<file path="config.mk">
export PLATFORM = sky130hd
export DESIGN_NAME = mog_order_guard
export DESIGN_NICKNAME = d
export VERILOG_FILES = /design/src/rtl/mog_pkg.sv /design/src/rtl/mog_entry_bank.sv /design/src/rtl/mog_issue_arbiter.sv /design/src/rtl/mog_order_guard.sv
export SDC_FILE = /design/constraint.sdc
export NUM_CORES = 1
export LEC_CHECK = 0
export ABC_AREA = 0
export BUFFER_PORTS_ARGS = -buffer_cell sky130_fd_sc_hd__buf_4
export CAP_MARGIN = 20
export CORE_MARGIN = 4
export CORE_UTILIZATION = 45
export CTS_BUF_LIST = sky130_fd_sc_hd__clkbuf_4
export DETAILED_ROUTE_END_ITERATION = 8
export HOLD_SLACK_MARGIN = 0.1
export PLACE_DENSITY = 0.72
export SLEW_MARGIN = 20
export SYNTH_ARGS = -nofsm -noshare
export SYNTH_HDL_FRONTEND = slang
export SYNTH_SLANG_ARGS = --single-unit
export TNS_END_PERCENT = 5
</file>
<file path="constraint.sdc">
create_clock -name clk -period 4.67 [get_ports clk]
set_clock_uncertainty 0.2 [all_clocks]
set_input_delay 0.2335 -clock clk [delete_from_list [all_inputs] [get_ports clk]]
set_output_delay 0.2335 -clock clk [all_outputs]
set_load 0.02 [all_outputs]
</file>
<file path="src/rtl/mog_pkg.sv">
package mog_pkg;

   typedef enum logic {
      ACC_LOAD  = 1'b0,
      ACC_STORE = 1'b1
   } acc_kind_e;

   function automatic int slot_idx_w(input int depth);
      return (depth > 1) ? $clog2(depth) : 1;
   endfunction

endpackage

</file>
<file path="src/rtl/mog_entry_bank.sv">
module mog_entry_bank #(
   parameter int DEPTH  = 4,
   parameter int ADDR_W = 16,
   parameter int IDX_W  = 2
) (
   input  logic              clk,
   input  logic              rst_n,
   input  logic              alloc,
   input  logic [ADDR_W-1:0] alloc_addr,
   input  logic [DEPTH-1:0]  release_strb,
   input  logic [ADDR_W-1:0] probe_addr,
   output logic              probe_hit,
   output logic              has_free,
   output logic [IDX_W-1:0]  free_idx
);

   logic [DEPTH-1:0]  occ_q;
   logic [DEPTH-1:0]  live;
   logic [DEPTH-1:0]  match;
   logic [ADDR_W-1:0] addr_q [DEPTH];

   // a slot released this cycle is treated as empty already
   assign live = occ_q & ~release_strb;

   for (genvar i = 0; i < DEPTH; i++) begin : g_slot
      logic take;
      assign take     = alloc && (free_idx == IDX_W'(i));
      assign match[i] = live[i] && (addr_q[i] == probe_addr);

      always_ff @(posedge clk) begin
         if (!rst_n) begin
            occ_q[i]  <= 1'b0;
            addr_q[i] <= '0;
         end else begin
            occ_q[i] <= take | live[i];
            if (take) begin
               addr_q[i] <= alloc_addr;
            end
         end
      end
   end

   assign probe_hit = |match;
   assign has_free  = ~&live;

   // lowest-numbered empty slot wins
   always_comb begin
      free_idx = '0;
      for (int i = DEPTH - 1; i >= 0; i--) begin
         if (!live[i]) begin
            free_idx = IDX_W'(i);
         end
      end
   end

endmodule

</file>
<file path="src/rtl/mog_issue_arbiter.sv">
module mog_issue_arbiter
   import mog_pkg::*;
#(
   parameter int IDX_W = 2
) (
   input  logic             req_valid,
   input  acc_kind_e        kind,
   input  logic             ld_hit,
   input  logic             st_hit,
   input  logic             ld_has_free,
   input  logic             st_has_free,
   input  logic [IDX_W-1:0] ld_free_idx,
   input  logic [IDX_W-1:0] st_free_idx,
   output logic             stall,
   output logic             grant_ld,
   output logic             grant_st,
   output logic [IDX_W-1:0] grant_idx
);

   logic conflict;
   logic room;

   always_comb begin
      unique case (kind)
         ACC_LOAD: begin
            conflict  = st_hit;
            room      = ld_has_free;
            grant_idx = ld_free_idx;
         end
         ACC_STORE: begin
            conflict  = st_hit | ld_hit;
            room      = st_has_free;
            grant_idx = st_free_idx;
         end
         default: begin
            conflict  = 1'b1;
            room      = 1'b0;
            grant_idx = '0;
         end
      endcase
   end

   assign stall    = req_valid & (conflict | ~room);
   assign grant_ld = req_valid & ~stall & (kind == ACC_LOAD);
   assign grant_st = req_valid & ~stall & (kind == ACC_STORE);

endmodule

</file>
<file path="src/rtl/mog_order_guard.sv">
module mog_order_guard
   import mog_pkg::*;
#(
   parameter int LD_DEPTH = 4,
   parameter int ST_DEPTH = 4,
   parameter int ADDR_W   = 16,
   localparam int MAX_D   = (LD_DEPTH > ST_DEPTH) ? LD_DEPTH : ST_DEPTH,
   localparam int IDX_W   = slot_idx_w(MAX_D)
) (
   input  logic                clk,
   input  logic                rst_n,
   input  logic                req_valid,
   input  logic                req_is_store,
   input  logic [ADDR_W-1:0]   req_addr,
   input  logic [LD_DEPTH-1:0] ld_done,
   input  logic [ST_DEPTH-1:0] st_done,
   output logic                stall,
   output logic                grant,
   output logic [IDX_W-1:0]    grant_idx
);

   if (LD_DEPTH < 1 || ST_DEPTH < 1) begin : g_bad_depth
      $error("mog_order_guard: buffer depths must be at least 1");
   end
   if (ADDR_W < 1) begin : g_bad_addr
      $error("mog_order_guard: ADDR_W must be at least 1");
   end

   logic             ld_hit, st_hit;
   logic             ld_has_free, st_has_free;
   logic [IDX_W-1:0] ld_free_idx, st_free_idx;
   logic             grant_ld, grant_st;
   acc_kind_e        kind;

   assign kind = acc_kind_e'(req_is_store);

   mog_entry_bank #(
      .DEPTH (LD_DEPTH),
      .ADDR_W(ADDR_W),
      .IDX_W (IDX_W)
   ) u_ld_bank (
      .clk         (clk),
      .rst_n       (rst_n),
      .alloc       (grant_ld),
      .alloc_addr  (req_addr),
      .release_strb(ld_done),
      .probe_addr  (req_addr),
      .probe_hit   (ld_hit),
      .has_free    (ld_has_free),
      .free_idx    (ld_free_idx)
   );

   mog_entry_bank #(
      .DEPTH (ST_DEPTH),
      .ADDR_W(ADDR_W),
      .IDX_W (IDX_W)
   ) u_st_bank (
      .clk         (clk),
      .rst_n       (rst_n),
      .alloc       (grant_st),
      .alloc_addr  (req_addr),
      .release_strb(st_done),
      .probe_addr  (req_addr),
      .probe_hit   (st_hit),
      .has_free    (st_has_free),
      .free_idx    (st_free_idx)
   );

   mog_issue_arbiter #(
      .IDX_W(IDX_W)
   ) u_arb (
      .req_valid  (req_valid),
      .kind       (kind),
      .ld_hit     (ld_hit),
      .st_hit     (st_hit),
      .ld_has_free(ld_has_free),
      .st_has_free(st_has_free),
      .ld_free_idx(ld_free_idx),
      .st_free_idx(st_free_idx),
      .stall      (stall),
      .grant_ld   (grant_ld),
      .grant_st   (grant_st),
      .grant_idx  (grant_idx)
   );

   assign grant = grant_ld | grant_st;

endmodule

</file>
# [Yosys cells after proc, flatten, opt, wreduce, memory -nomap -nowiden]
# Memory sizes are Yosys's and may differ from the RTL's.
# Index checks and enable logic that the tools add are counted.
# Widths: inputs -> output; s select.
[classes] eq_ne=14 mux=44 bitwise_logic=30 n_reduce_logical=24
[ops] cell="$eq 16x16->1" n=8
[ops] cell="$mux 16" n=8
[ops] cell="$mux 1" n=25
[ops] cell="$or 1x1->1" n=19
[ops] cell="$logic_and 1x1->1" n=16
[ops] cell="$mux 2" n=8
[ops] cell="$and 4x4->4" n=2
[ops] cell="$eq 2x2->1 const B" n=4
[ops] cell="$not 4->4" n=2
[ops] cell="$reduce_and 4->1" n=2
[ops] cell="$reduce_or 4->1" n=2
[ops] cell="$and 1x1->1" n=4
[ops] cell="$eq 2x1->1 const B" n=2
[ops] cell="$logic_not 2->1" n=2
[ops] cell="$pmux 1 s2" n=2
[ops] cell="$pmux 2 s2" n=1
[ops] cell="$not 1->1" n=3
[ops] cell="$logic_not 1->1" n=2
[word_totals] register_bits=8 ramBits=128 in_bits=28 out_inout_bits=4 elab_cells=122 n_memories=2
[memory_table] memory="u_ld_bank.addr_q" words=4 width=16 rd=4 rd_ports_with_merged_regs=0 write_ports=4 line="mog_entry_bank.sv:20" source="logic [ADDR_W-1:0] addr_q [DEPTH];"
[memory_table] memory="u_st_bank.addr_q" words=4 width=16 rd=4 rd_ports_with_merged_regs=0 write_ports=4 line="mog_entry_bank.sv:20"

# [Longest topological paths before layout]
# Gate-level depths: netlist of run 1.
[logic_depth] depth_word=16 mapped_depth=9 depth_no_buf=6

# [Hierarchy]
# A second synthesis of run 1 with hierarchy kept.
[unflattened] hier_cells=548 area_unflattened_um2=6962.9
[modules_own_cells] module="mog_entry_bank" instances=2 cells_each=269 area_each_um2=3439.5 seq_area_each_um2=2001.9
[modules_own_cells] module="mog_issue_arbiter" instances=1 cells_each=9 area_each_um2=77.6 seq_area_each_um2=0.0
[modules_own_cells] module="mog_order_guard" instances=1 cells_each=1 area_each_um2=6.3 seq_area_each_um2=0.0

# [Least setup slack after synthesis of run 1]
# Ideal clock, no wire load.
[synth_path] path_kind="input port to flip-flop" from="in req_addr[9]" to="mem u_st_bank.addr_q[3][0], enable pin" arrival_ns=2.568 required_time_ns=4.056 path_slack_ns=1.487 stages=8 n_path_buf=2 path_cell_list="buf_4 -> xnor2_1 -> nand4_1 -> nor4_1 -> a31oi_1 -> nand3_1 -> buf_4 -> o31ai_1"
[synth_rtl] item="start: declaration" line="mog_order_guard.sv:14" source="input logic [ADDR_W-1:0] req_addr,"
[synth_rtl] item="end: declaration" line="mog_entry_bank.sv:20"

# [Worst setup path in the final report of run 1]
[layout_path] from="in req_addr[1]" to="out stall"
[layout_between] elab_chain_cells=7
[layout_rtl] item="$eq 16x16->1" line="mog_entry_bank.sv:28" source="assign match[i] = live[i] && (addr_q[i] == probe_addr);"
[layout_rtl] item="$logic_and 1x1->1" line="mog_entry_bank.sv:28"
[layout_rtl] item="$reduce_or 4->1" line="mog_entry_bank.sv:43" source="assign probe_hit = |match;"
[layout_rtl] item="$or 1x1->1" line="mog_issue_arbiter.sv:31" source="conflict = st_hit | ld_hit;"
[layout_rtl] item="$pmux 1 s2 (*)" line="mog_issue_arbiter.sv:24" source="unique case (kind)"
[layout_rtl] item="$or 1x1->1 (*)" line="mog_issue_arbiter.sv:43" source="assign stall = req_valid & (conflict | ~room);"
[layout_rtl] item="$and 1x1->1 (*)" line="mog_issue_arbiter.sv:43"
[layout_rtl] item="end: declaration" line="mog_order_guard.sv:17" source="output logic stall,"
# Every way passes the cells marked *; elsewhere a longest branch is shown, timed or not.

==> results of run 1 <==
==> synth_stat cells, types with 2 or more instances <==
master | count | share of area (%)
nor3_1 | 87 | 6.0
buf_6 | 21 | 3.3
nand2b_1 | 9 | 0.78
xnor2_1 | 121 | 15
o21ai_0 | 9 | 0.62
nor4_1 | 3 | 0.26
nand4_1 | 27 | 2.3
nand2_1 | 24 | 1.2
nand3_1 | 12 | 0.83
edfxtp_1 | 128 | 53
dfxtp_1 | 8 | 2.2
nor3_2 | 27 | 3.7
a32oi_4 | 2 | 0.76
a31oi_1 | 2 | 0.17
o31ai_1 | 5 | 0.52
nand4_4 | 3 | 0.88
nor2b_1 | 7 | 0.61
nor4_2 | 5 | 0.86
xor2_1 | 7 | 0.85
clkbuf_1 | 8 | 0.41
o22ai_1 | 3 | 0.26
nor2_1 | 26 | 1.3
buf_4 | 6 | 0.62
o22ai_2 | 3 | 0.52
inv_1 | 18 | 0.93
buf_2 | 7 | 0.48
==> state kept, by name, indices dropped and copies added (netlist names) <==
register	flops
u_st_bank.addr_q	64
u_st_bank.occ_q	4
u_ld_bank.addr_q	64
u_ld_bank.occ_q	4
==> power breakdown <==
part / total (mW) / leakage, nW / internal [mW] / switching (mW)
sequential: 1.40 / 1.39 / 1.38 / 0.0232
clock: 0.621 / 0.122 / 0.223 / 0.397
combinational: 0.309 / 1.03 / 0.119 / 0.190
total: 2.33 / 2.54 / 1.72 / 0.611
==> worst min-delay path by stage <==
| stage | startpoint | endpoint | slack (ps) | cells after the start |
|---|---|---|---|---|
| finish | req_is_store | u_ld_bank.addr_q[1][2] | 180 | 3 |
| global route | req_is_store | u_ld_bank.addr_q[1][0] | 180 | 3 |
| CTS | req_is_store | u_ld_bank.addr_q[1][2] | 150 | 3 |
| detailed placement | u_ld_bank.occ_q[3] | u_ld_bank.occ_q[3] | 310 | 2 |
| global placement | u_ld_bank.occ_q[3] | u_ld_bank.occ_q[3] | 300 | 2 |
| floorplan | ld_done[3] | u_ld_bank.occ_q[3] | 250 | 2 |
==> final cells by class <==
cell class / instances / area [um^2]
antenna: 1 / 2.50
clock inverter: 9 / 37.5
clock buffer: 22 / 165
sequential: 136 / 4000
tap: 216 / 270
fill: 1372 / 7870
multi-input combinational: 393 / 2840
inverter: 18 / 67.6
timing repair buffer: 68 / 573
==> critical path, cell delays in order <==
cell	delay, ps
dlygate4sd3_1	540
buf_4	220
xnor2_1	210
nand4_1	120
nor4_1	530
a32oi_4	250
a21boi_1	290
o21a_1	140
buf_4	130
==> layer usage <==
layer	vias up	global-route usage, %	routed length, um
met4	0	7.64	441
met1	2377	28.9	7590
met5	-	0	0
met2	251	31.9	8450
li1	2215	-	-
met3	32	3.76	1790
==> logic make-up (layout without fill, tap and decap cells) <==
family	count (synthesis)	in the layout	share of synthesized area (%)
other cells	0	1	0
buf+inv	62	117	5.98
flops	136	136	55.3
simple gates	235	235	19.6
xor+xnor	128	128	15.5
compound gates	30	30	3.58
==> stage by stage <==
step	instances	setup WS, ps
4_1_cts	862	1550
2_1_floorplan	591	1490
5_1_grt	863	1400
3_5_place_dp	806	1650
3_3_place_gp	806	1690
6_report	863	1570
==> what timing repair did <==
action | in CTS | in global routing
hold buffers | 25 | 0
resized for setup | 0 | 0
endpoints found under the hold margin | 56 | 0
==> results.py, run 1 <==
metrics = {
    "finish": {
        "mostFrequentLayoutCells": "edfxtp_1, xnor2_1, nor3_1",
        "fin_nets": 662,
        "areaGrowthSynthToFinish_pct": 9.96,
        "drive_gt1_share_pct": 18.1,
        "design_area_um2": 7960,
        "fin_util_pct": 50.3,
        "final_common_cell": "edfxtp_1",
    },
    "clocking": {
        "cts_tree": "yes",
        "clock_latency_ps": 560,
        "clockBufferDepth": 2,
        "cts_sinks": 136,
        "cts_root_buf": "clkbuf_4",
        "numCtsBuffers": 17,
        "post-cts-setup-buffers": 0,
        "clk_pin_slew_ps": 120,
        "cts_max_level": 4,
    },
    "timing": {
        "slew_headroom_pct": 44.4,
        "worstMarginPinSlew_ps": 832,
        "rsz0062_at_grt": "no",
        "finalMaxSlewViolations": 0,
        "holdWs_ps": 181,
        "tns_ps": 0,
        "period_needed_ps": 3100,
        "finalSetupViolations": 0,
        "max_freq_mhz": 322,
        "hold_viol_final": 0,
        "post-route-period-util_pct": 66.5,
    },
    "critical_path": {
        "r2r_cells": 7,
        "timing.rr.end": "u_ld_bank.addr_q[0][6]",
        "path_class": "in -> out",
        "cp-startpoint": "req_addr[1]",
        "r2r-start": "u_st_bank.occ_q[0]",
        "critPathCaptureType": "primary output",
        "reg2reg_slack_ps": 1590,
        "cp-endpoint": "stall",
        "required_ps": 4240,
        "cp.arrival_ps": 2670,
        "start_kind": "input port",
        "cp_max_fo": 10,
    },
    "drt": {
        "num_vias": 4875,
        "drt-initial-drc-count": 554,
        "drc": 0,
        "avgViaCountPerCell": 5.65,
        "drt-wirelength-per-cell_um": 21.2,
        "wl_um": 18300,
        "first_pass_iters": 5,
        "ant_nets": 0,
    },
    "global_routing": {
        "track_usage_pct": 20.5,
        "grt_overflow": 0,
        "grt_max_degree": 36,
        "grt_antenna_before_repair": 1,
        "first_global_vias": 4727,
        "grt_pass1_wl_um": 27300,
    },
    "power_and_ir_drop": {
        "total_leakage_power_nw": 2.54,
        "peakVddDrop_mv": 0.114,
        "p_total_mw": 2.33,
        "power_density_nw_per_um2": 293,
    },
    "hold_path": {
        "hp-class": "in -> reg",
    },
    "synth": {
        "synthCells": 591,
        "synthArstFlopShare_pct": 0,
        "synth_edf_count": 128,
        "avgSynthCellArea_um2": 12.2,
        "synth_area_um2": 7240,
        "synth.distinct_cells": 39,
        "ys_ff_latch": 136,
        "ys_warn_count": 0,
        "synthFlopType": "edfxtp_1",
        "yosysSeqAreaShare_pct": 55.3,
        "synthesis.nets": 619,
    },
    "place": {
        "numPortBuffers": 31,
        "dp_hpwl_um": 11700,
        "gp_congestion": 0.898,
        "place_area_um2": 7500,
    },
    "die": {
        "die_w_um": 135,
        "fp-row-count": 46,
        "dieHeight_um": 135,
        "die_area_um2": 18200,
        "start_util_pct": 45.7,
        "io_pins": 32,
        "coreArea_um2": 15800,
    },
    "flow_run": {
        "max-cap-violations": 0,
    },
    "run_status": {
        "status": "finished, final reports clean",
    },
}
Note: power is estimated with default switching activity, not from simulation.
==> run 2, diff against run 1 <==
Settings changed: PLACE_DENSITY 0.72 to 0.75.
Clock period 4.67 ns to 2.6 ns, I/O delays scaled along.
==> results.py, run 2 (synthesized netlist as in run 1, its figures left out) <==
metrics = {
    "finish": {
        "drive_gt1_share_pct": 22.5,
        "top_regs": "u_ld_bank.addr_q x64, u_st_bank.addr_q x64",
        "finalNonFillerCells": 888,
        "nFillCells": 1304,
        "areaGrowthSynthToFinish_pct": 16.9,
        "fin_nets": 686,
        "mostFrequentLayoutCells": "edfxtp_1, xnor2_1, nor3_1",
        "fin_util_pct": 53.5,
        "final_common_cell": "edfxtp_1",
        "design_area_um2": 8460,
    },
    "drt": {
        "ant_nets": 0,
        "drt-wirelength-per-cell_um": 22.1,
        "avgViaCountPerCell": 5.74,
        "first_pass_iters": 6,
        "num_vias": 5100,
        "wl_um": 19700,
        "drc": 0,
        "drt-initial-drc-count": 659,
    },
    "global_routing": {
        "use_met1_pct": 28.4,
        "grt_util_met2_pct": 37.4,
        "grt_overflow": 0,
        "busiest_layer": "met2",
        "track_usage_pct": 22.3,
        "grt_max_degree": 69,
        "grt_pass1_wl_um": 29700,
        "first_global_vias": 4912,
        "grtUsageMet3_pct": 4.88,
        "grt_antenna_before_repair": 1,
    },
    "die": {
        "io_pins": 32,
        "die_w_um": 135,
        "fp-row-count": 46,
        "coreArea_um2": 15800,
        "start_util_pct": 45.7,
        "dieHeight_um": 135,
        "die_area_um2": 18200,
    },
    "clocking": {
        "cts_root_buf": "clkbuf_4",
        "cts_max_level": 4,
        "cts_sinks": 136,
        "numCtsBuffers": 17,
        "clk_pin_slew_ps": 130,
        "clockBufferDepth": 2,
        "cts_tree": "yes",
        "clock_latency_ps": 530,
    },
    "place": {
        "pre_cts_ws_ps": -3.93,
        "place_area_um2": 7780,
        "gp_congestion": 0.903,
        "dp_hpwl_um": 12200,
        "numPortBuffers": 31,
        "dp_cells": 825,
    },
    "power_and_ir_drop": {
        "switching_share_pct": 26.9,
        "power_density_nw_per_um2": 533,
        "peakVddDrop_mv": 0.297,
        "intPower_mw": 3.30,
        "pwr-share-seq_pct": 55.9,
        "total_leakage_power_nw": 2.77,
        "p_total_mw": 4.51,
        "p_switching_mw": 1.21,
        "combPwrFrac_pct": 13.7,
        "clkPwrFrac_pct": 30.4,
    },
    "critical_path": {
        "path_class": "reg -> out",
        "critPathCaptureType": "primary output",
        "r2r-start": "u_st_bank.addr_q[2][6]",
        "cp_max_fo": 2,
        "start_kind": "register",
        "timing.rr.end": "u_ld_bank.addr_q[3][6]",
        "required_ps": 2270,
        "r2r_cells": 9,
        "reg2reg_slack_ps": 40,
        "cp.arrival_ps": 2450,
    },
    "flow_run": {
        "max-cap-violations": 0,
    },
    "hold_path": {
        "min_from": "req_valid",
        "min_path_cells": 6,
        "holdPathEnd": "u_st_bank.occ_q[0]",
        "hp-class": "in -> reg",
    },
    "timing": {
        "holdWs_ps": 157,
        "post-route-period-util_pct": 107,
        "rsz0062_at_grt": "yes",
        "worst_slack_ps": -176,
        "finalSetupViolations": 2,
        "worstMarginPinSlew_ps": 531,
        "finalMaxSlewViolations": 0,
        "period_needed_ps": 2780,
        "tns_ps": -307,
        "hold_viol_final": 0,
        "max_freq_mhz": 360,
        "slew_headroom_pct": 64.1,
    },
    "run_status": {
        "status": "complete, but fails checks",
        "violations": "setup timing",
    },
}
run 2: worst max-delay path, stage by stage, from the launching register on:
cell	delay, ps
edfxtp_1	400
xnor2_1	160
nand4_1	140
nor4_2	320
buf_4	170
a32oi_4	130
buf_6	170
a21boi_4	150
o21a_1	150
buf_6	120
run 2: final cells by class:
class                      instances  area (um^2)  share of cell area (%)
sequential                       136         4000                    47.3
timing repair buffer              92          911                    10.8
clock inverter                    15          149                    1.76
multi-input combinational        393         2930                    34.6
antenna                            1         2.50                  0.0296
clock buffer                      17          128                    1.51
tap                              216          270                    3.19
inverter                          18         67.6                   0.799
run 2: how the worst max path moves through the flow:
stage,startpoint,end,slack [ps],depth (start not counted)
CTS,u_ld_bank.addr_q[0][5],stall,-180,9
floorplan,u_st_bank.addr_q[1][4],u_st_bank.addr_q[0][0],-420,7
detailed placement,u_st_bank.addr_q[2][9],u_st_bank.addr_q[3][6],-4,7
global route,u_ld_bank.addr_q[1][13],stall,-320,9
finish,u_ld_bank.addr_q[0][5],stall,-180,9
global placement,u_st_bank.addr_q[2][9],u_st_bank.addr_q[3][6],50,7
run 2: power by group through the flow:
stage | registers [mW] | clock network [mW] | logic (mW)
5_1_grt | 2.53 | 1.48 | 0.656
3_3_place_gp | 2.57 | 0 | 0.549
2_1_floorplan | 2.57 | 0 | 0.388
3_5_place_dp | 2.57 | 0 | 0.557
4_1_cts | 2.52 | 1.38 | 0.597
6_report | 2.52 | 1.37 | 0.618
run 2: what timing repair did:
action / in CTS / in global routing
hold endpoints to repair: 152 / 1
resized for setup: 6 / 10
pin swaps: 6 / 2
setup buffers: 2 / 1
setup endpoints to repair: 18 / 156
hold buffers: 26 / 1
run 2: metal layers:
metal	vias to the layer above	part of all wire [%]
li1	2267	-
met1	2512	38
met2	269	51
met3	52	8.2
met4	0	3.3
met5	-	0
